--- src/rtl/pwr_ramp_pkg.sv ---
package pwr_ramp_pkg;

    localparam int CODE_W     = 8;
    localparam int OPEN_STEPS = 5;
    localparam int IDX_W      = $clog2(OPEN_STEPS);
    localparam int SLOTS      = 2 ** IDX_W;

    typedef logic [CODE_W-1:0] code_t;
    typedef logic [IDX_W-1:0]  idx_t;

    localparam code_t CODE_SHUT = 8'hFF;
    localparam code_t CODE_FULL = 8'h00;

    typedef enum logic {
        ST_IDLE = 1'b0,
        ST_RUN  = 1'b1
    } state_t;

    typedef struct packed {
        logic open;
        idx_t idx;
    } step_t;

    // Switch word for position idx of the opening ramp.
    function automatic code_t open_code(input idx_t idx);
        case (idx)
            idx_t'(0): open_code = 8'hFF;
            idx_t'(1): open_code = 8'hFE;
            idx_t'(2): open_code = 8'hF8;
            idx_t'(3): open_code = 8'hF0;
            default:   open_code = CODE_FULL;
        endcase
    endfunction

    // True when the given step is the final one of its direction.
    function automatic logic is_last(input step_t s);
        if (s.open) is_last = (s.idx == idx_t'(OPEN_STEPS - 1));
        else        is_last = 1'b1;
    endfunction

endpackage

--- src/rtl/pwr_ramp_dwell.sv ---
module pwr_ramp_dwell #(
    parameter int LIMIT = 2000
) (
    input  logic clk,
    input  logic rst,
    input  logic restart,
    input  logic run,
    output logic expire
);
    localparam int CNT_W = $clog2(LIMIT + 1);
    localparam logic [CNT_W-1:0] CNT_END = CNT_W'(LIMIT - 1);

    logic [CNT_W-1:0] cnt_q;

    assign expire = run && (cnt_q == CNT_END);

    always_ff @(posedge clk) begin
        if (rst || restart || expire) cnt_q <= '0;
        else if (run)                 cnt_q <= cnt_q + 1'b1;
    end


    dwell_advance_chk: assert property (@(posedge clk) disable iff (rst)
        (run && !restart && !expire) |=> (cnt_q == $past(cnt_q) + 1'b1));

endmodule

--- src/rtl/pwr_ramp_steps.sv ---
module pwr_ramp_steps
    import pwr_ramp_pkg::*;
(
    input  step_t step,
    output code_t code
);
    code_t ramp_tab [SLOTS];

    for (genvar g = 0; g < SLOTS; g++) begin : g_slot
        if (g < OPEN_STEPS) begin : g_used
            assign ramp_tab[g] = open_code(idx_t'(g));
        end else begin : g_pad
            assign ramp_tab[g] = CODE_FULL;
        end
    end

    assign code = step.open ? ramp_tab[step.idx] : CODE_SHUT;

endmodule

--- src/rtl/pwr_ramp_fsm.sv ---
module pwr_ramp_fsm
    import pwr_ramp_pkg::*;
(
    input  logic  clk,
    input  logic  rst,
    input  logic  req_valid,
    input  logic  req_open,
    input  code_t sw_cur,
    input  logic  expire,
    input  code_t code_nxt,
    output step_t step_d,
    output logic  restart,
    output logic  run,
    output code_t sw_word,
    output logic  busy,
    output logic  done
);
    state_t state_q, state_d;
    step_t  step_q;
    code_t  sw_q;
    logic   done_q, done_d;

    always_comb begin
        state_d = state_q;
        step_d  = step_q;
        restart = 1'b0;
        done_d  = 1'b0;
        case (state_q)
            ST_IDLE: begin
                if (req_valid) begin
                    if (req_open && (sw_cur == CODE_FULL)) begin
                        done_d = 1'b1;
                    end else begin
                        step_d  = '{open: req_open, idx: '0};
                        state_d = ST_RUN;
                        restart = 1'b1;
                    end
                end
            end
            ST_RUN: begin
                if (expire) begin
                    if (is_last(step_q)) begin
                        state_d = ST_IDLE;
                        done_d  = 1'b1;
                    end else begin
                        step_d.idx = step_q.idx + 1'b1;
                    end
                end
            end
            default: state_d = ST_IDLE;
        endcase
    end

    always_ff @(posedge clk) begin
        if (rst) begin
            state_q <= ST_IDLE;
            step_q  <= '0;
            sw_q    <= CODE_SHUT;
            done_q  <= 1'b0;
        end else begin
            state_q <= state_d;
            step_q  <= step_d;
            done_q  <= done_d;
            if (state_d == ST_RUN) sw_q <= code_nxt;
        end
    end

    assign run     = (state_q == ST_RUN);
    assign busy    = run;
    assign done    = done_q;
    assign sw_word = sw_q;


    ramp_order_chk: assert property (@(posedge clk) disable iff (rst)
        !$stable(sw_q) |-> (sw_q == CODE_SHUT || sw_q < $past(sw_q)));


    skip_open_chk: assert property (@(posedge clk) disable iff (rst)
        (!busy && req_valid && req_open && sw_cur == CODE_FULL)
            |=> (done && !busy && $stable(sw_q)));


    busy_hold_chk: assert property (@(posedge clk) disable iff (rst)
        (busy && !expire) |=> busy);


    done_single_chk: assert property (@(posedge clk) disable iff (rst)
        done |=> !done);


    done_idle_chk: assert property (@(posedge clk) disable iff (rst)
        done |-> !busy);

endmodule

--- src/rtl/pwr_ramp_seq.sv ---
module pwr_ramp_seq
    import pwr_ramp_pkg::*;
#(
    parameter int CYC_PER_US = 200,
    parameter int DWELL_US   = 10
) (
    input  logic       clk,
    input  logic       rst,
    input  logic       req_valid,
    input  logic       req_open,
    input  logic [7:0] sw_cur,
    output logic [7:0] sw_word,
    output logic       busy,
    output logic       done
);
    localparam int DWELL = CYC_PER_US * DWELL_US;

    step_t step_d;
    code_t code_nxt;
    logic  restart, run, expire;

    pwr_ramp_steps u_steps (
        .step (step_d),
        .code (code_nxt)
    );

    pwr_ramp_dwell #(.LIMIT(DWELL)) u_dwell (
        .clk     (clk),
        .rst     (rst),
        .restart (restart),
        .run     (run),
        .expire  (expire)
    );

    pwr_ramp_fsm u_fsm (
        .clk       (clk),
        .rst       (rst),
        .req_valid (req_valid),
        .req_open  (req_open),
        .sw_cur    (sw_cur),
        .expire    (expire),
        .code_nxt  (code_nxt),
        .step_d    (step_d),
        .restart   (restart),
        .run       (run),
        .sw_word   (sw_word),
        .busy      (busy),
        .done      (done)
    );

endmodule

--- config.mk ---
export PLATFORM = sky130hd
export DESIGN_NAME = pwr_ramp_seq
export DESIGN_NICKNAME = d
export VERILOG_FILES = /design/src/rtl/pwr_ramp_pkg.sv /design/src/rtl/pwr_ramp_dwell.sv /design/src/rtl/pwr_ramp_steps.sv /design/src/rtl/pwr_ramp_fsm.sv /design/src/rtl/pwr_ramp_seq.sv
export SDC_FILE = /design/constraint.sdc
export NUM_CORES = 1
export LEC_CHECK = 0
export BUFFER_PORTS_ARGS = -buffer_cell sky130_fd_sc_hd__buf_4
export CAP_MARGIN = 0
export CORE_ASPECT_RATIO = 0.8
export CORE_UTILIZATION = 50
export DETAILED_ROUTE_END_ITERATION = 8
export HOLD_SLACK_MARGIN = 0.02
export PLACE_DENSITY_LB_ADDON = 0.3
export SYNTH_ARGS = -nofsm -noshare
export SYNTH_HDL_FRONTEND = slang
export SYNTH_SLANG_ARGS = --single-unit
--- constraint.sdc ---
create_clock -name clk -period 2.7 [get_ports clk]
set_input_delay 0.54 -clock clk [delete_from_list [all_inputs] [get_ports clk]]
set_output_delay 0.54 -clock clk [all_outputs]
set_load 0.02 [all_outputs]
==> impl_results.md <==
* Status: completed
* DRT iter0 DRCs at 13
* Largest net degree at the start of global routing at 13
* Worst Skew at 0.00622 ns
* Clock Power Share at 27.0%
* Cell Rows at 14
* Avg WL per Cell at 11.7 um
* Post-route DRC violation count at 0
* WL final at 1.94 mm
* Startpoint types: flop
* R2R Path End: u_fsm.sw_word[0]$_SDFFE_PP1P_
* Reg clk slew, reported paths at 0.12 ns
* Syn_area_per_cell at 8.35 um2
* RSZ-0062 raised after global routing: false
* Nets at 158
* Pwr Total at 558 uW
* Placed cells at 162
* Crit-path cells: inv_1 -> ha_1 -> a21boi_0 -> nand4_1 -> o31ai_1 -> o21ai_0 -> o21ai_0 -> o21ai_0
* Final min period at 2.11 ns
* Crit end category: flop
* I/O pin total at 22
* First-pass GRT wire length at 3.24 mm
* Hold Crit Class: in -> reg
* Combinational share of power at 14.4%
* P_sw at 147 uW
* Fmax at 0.474 GHz
* Critical Path RT at 2.90 ns
* Slew Limit Fails at 0
* Diodes inserted at 0
* Static power due to leakage at 0.470 nW
* Sequential power share at 58.6%
* Cell Pwr Density at 464 nW/um2
* Peak VDD IR at 0.000274 V
* Worst hold endpoint: u_fsm.busy$_SDFF_PP0_
* Routed Antenna Nets at 0
* Share of cells above drive strength 1 at 20.4%
* Worst R2R Start: u_fsm.step_q[0]$_SDFF_PP0_
* Vias post-DR at 906
* Hold path start: rst
* Worst Path Arrival at 2.31 ns
* Drt pass-1 iters at 4
* TritonCTS Buffers at 3
* Net Count, Synth at 141
* Design Area, Final at 1200 um2
* Setup Fix Bufs, Post-CTS at 0
* Starting density of the core at 54.6%
* CP most frequent cell: o21ai_0
* P&R area growth vs syn at 14.3%
* CP Buf/Inv Count at 1
* Max Cap Viol at 0
* Hold WS at 0.490 ns
* Clk Latency, worst-skew pair at 0.31 ns
* Overflow after GRT at 0
* Yosys cell types at 34
* Die Ht at 43.0 um
* Switching share of power at 26.4%
* PortBufs at 21
* Relative slew slack at 73.3%
* Synth warn at 0
* Worst R2R Path Depth at 8
* Clk buf depth at 2
* Seq/Total Area, Yosys at 40.0%
* Vias per std cell at 5.46
* Slowest cell on crit path: dfxtp_1
* Endpoints failing setup at 0
* Cells on Worst Hold Path at 2
* R2r setup slk at 0.59 ns
* Die area at 2290 um2
* Width of the die at 53.3 um
* CTS tree: done
* Post-DP HPWL at 1.47 mm
* Total track usage at 19.6%
* Final-report hold violation count at 0
* CTS H-Tree Depth at 1
* CTS resizes at 0
* FILL cells at 168
* CTS Hold Bufs at 0
* Area post-placement at 1170 um2
* Mapped cell area at 1050 um2
* Core ar. at 1930 um2
* Setup CP Type: reg -> reg
* Synth Register Bits at 21
* Setup TNS at 0 ns
* Mapped Cells at 126
* Multi-input gate area at 552 um2
* Total clock sinks at 21
* Initial antenna violation count at 0
* Fin crit share at 78.1%
* Vias in the first global route at 801
* Crit path max fanout at 8
* Cell internal pwr at 411 uW
* Clock Tree Root: clkbuf_4
* Fin cells at 166
* RD Place Congestion at 0.779
* Slowest cell delay on critical path at 0.45 ns
* Worst Tran Pin Value at 0.397 ns
* Sequential Area at 420 um2
* Delay-heaviest family, CP: compound AO/OA/AOI/OAI gates
## worst register-to-register path: cells and delay by family (launching register included)
family	cells	cell delay, ns
buffers and inverters	1	0.07
flip-flops	1	0.45
AND/OR/NAND/NOR	1	0.38
adder cells (fa/ha/maj)	1	0.20
AO/OA/AOI/OAI	5	0.90
## through the flow
step                setup slack, ns  utilization (%)
global route                  0.317             62.4
finish                        0.592             62.4
global placement              0.447             61.0
floorplan                     0.570                -
detailed placement            0.373             61.0
CTS                           0.611             62.4
## cells in the mapped netlist, drive strengths merged
| cell | instances | share of area [%] |
|---|---|---|
| a21boi | 1 | 0.71 |
| a21oi | 10 | 4.8 |
| a22oi | 2 | 1.4 |
| a31oi | 2 | 1.2 |
| and3 | 1 | 0.59 |
| and4 | 2 | 1.7 |
| buf | 7 | 5.5 |
| clkbuf | 2 | 0.71 |
| dfxtp | 21 | 40 |
| ha | 3 | 3.6 |
| inv | 4 | 1.4 |
| mux2i | 2 | 1.9 |
| nand2 | 9 | 3.2 |
| nand2b | 2 | 1.2 |
| nand3 | 5 | 2.4 |
| nand4 | 3 | 1.8 |
| nand4b | 1 | 0.83 |
| nor2 | 22 | 8.3 |
| nor2b | 2 | 1.2 |
| nor3 | 2 | 0.95 |
| nor3b | 1 | 0.71 |
| o21a | 1 | 0.71 |
| o21ai | 6 | 2.9 |
| o31a | 1 | 0.83 |
| o31ai | 1 | 0.71 |
| or3 | 2 | 1.7 |
| or4 | 2 | 1.8 |
| xnor2 | 4 | 3.3 |
| xor2 | 5 | 4.2 |
## sequential cells by signal (all words and copies together) (netlist names)
| register | cells |
|---|---|
| u_fsm.step_q | 4 |
| u_fsm.done | 1 |
| u_fsm.busy | 1 |
| u_fsm.sw_word | 4 |
| u_dwell.cnt_q | 11 |
## layout by cell type (no fill, tap or decap), types with 2 or more instances in the layout
| master | n |
|---|---|
| buf_4 | 21 |
| dfxtp_1 | 21 |
| nor3_1 | 2 |
| a22oi_1 | 2 |
| ha_1 | 3 |
| nand4_1 | 3 |
| a21oi_1 | 10 |
| nor2_2 | 2 |
| xnor2_1 | 4 |
| and4_1 | 2 |
| nor2b_1 | 2 |
| mux2i_1 | 2 |
| clkbuf_4 | 3 |
| nand3_1 | 5 |
| nor2_1 | 20 |
| a31oi_1 | 2 |
| xor2_1 | 5 |
| nand2_1 | 9 |
| o21ai_0 | 6 |
| inv_1 | 4 |
| nand2b_1 | 2 |
## kinds of logic (layout without fill, tap and decap cells)
| family | after synthesis | after routing | synth area share (%) |
|---|---|---|---|
| multiplexers | 2 | 2 | 1.90 |
| AND/OR/NAND/NOR | 54 | 54 | 26.3 |
| flip-flops | 21 | 21 | 40.0 |
| AO/OA/AOI/OAI | 24 | 24 | 13.2 |
| XOR/XNOR | 9 | 9 | 7.49 |
| adder cells (fa/ha/maj) | 3 | 3 | 3.57 |
| buffers and inverters | 13 | 29 | 7.61 |
## how the worst max path moves through the flow
stage	start	to	slack [ns]	cells after the start
floorplan	sw_cur[5]	u_dwell.cnt_q[0]$_SDFFE_PP0P_	0.57	6
finish	u_fsm.step_q[0]$_SDFF_PP0_	u_fsm.sw_word[0]$_SDFFE_PP1P_	0.59	8
detailed placement	sw_cur[5]	u_fsm.sw_word[0]$_SDFFE_PP1P_	0.37	7
global placement	sw_cur[5]	u_fsm.sw_word[0]$_SDFFE_PP1P_	0.45	7
global route	u_fsm.step_q[0]$_SDFF_PP0_	u_fsm.sw_word[0]$_SDFFE_PP1P_	0.32	8
CTS	u_fsm.step_q[0]$_SDFF_PP0_	u_fsm.sw_word[0]$_SDFFE_PP1P_	0.61	8
## metal layers
metal  share of wire, %  vias to the layer above  GRT usage, %
met5                  0                        -             0
met4               0.67                        0          4.74
met3                5.8                        2          6.45
met2                 46                       30          33.0
met1                 47                      412          23.7
li1                   -                      462             -
## area by class of cell
class | count | share of cell area (%)
multi-input cells | 92 | 45.9
flip-flops and latches | 21 | 35.0
repair buffers | 21 | 13.1
well taps | 24 | 2.50
clock buffers | 3 | 1.87
inverters | 4 | 1.25
clock inverters | 1 | 0.416
## power groups by stage
stage	combinational (mW)	clock [mW]	sequential, mW
CTS	0.0807	0.160	0.327
global placement	0.0801	0	0.333
detailed placement	0.0803	0	0.334
global route	0.0879	0.170	0.329
floorplan	0.0537	0	0.337
finish	0.0801	0.151	0.327
(Power assumes the default switching activity.)
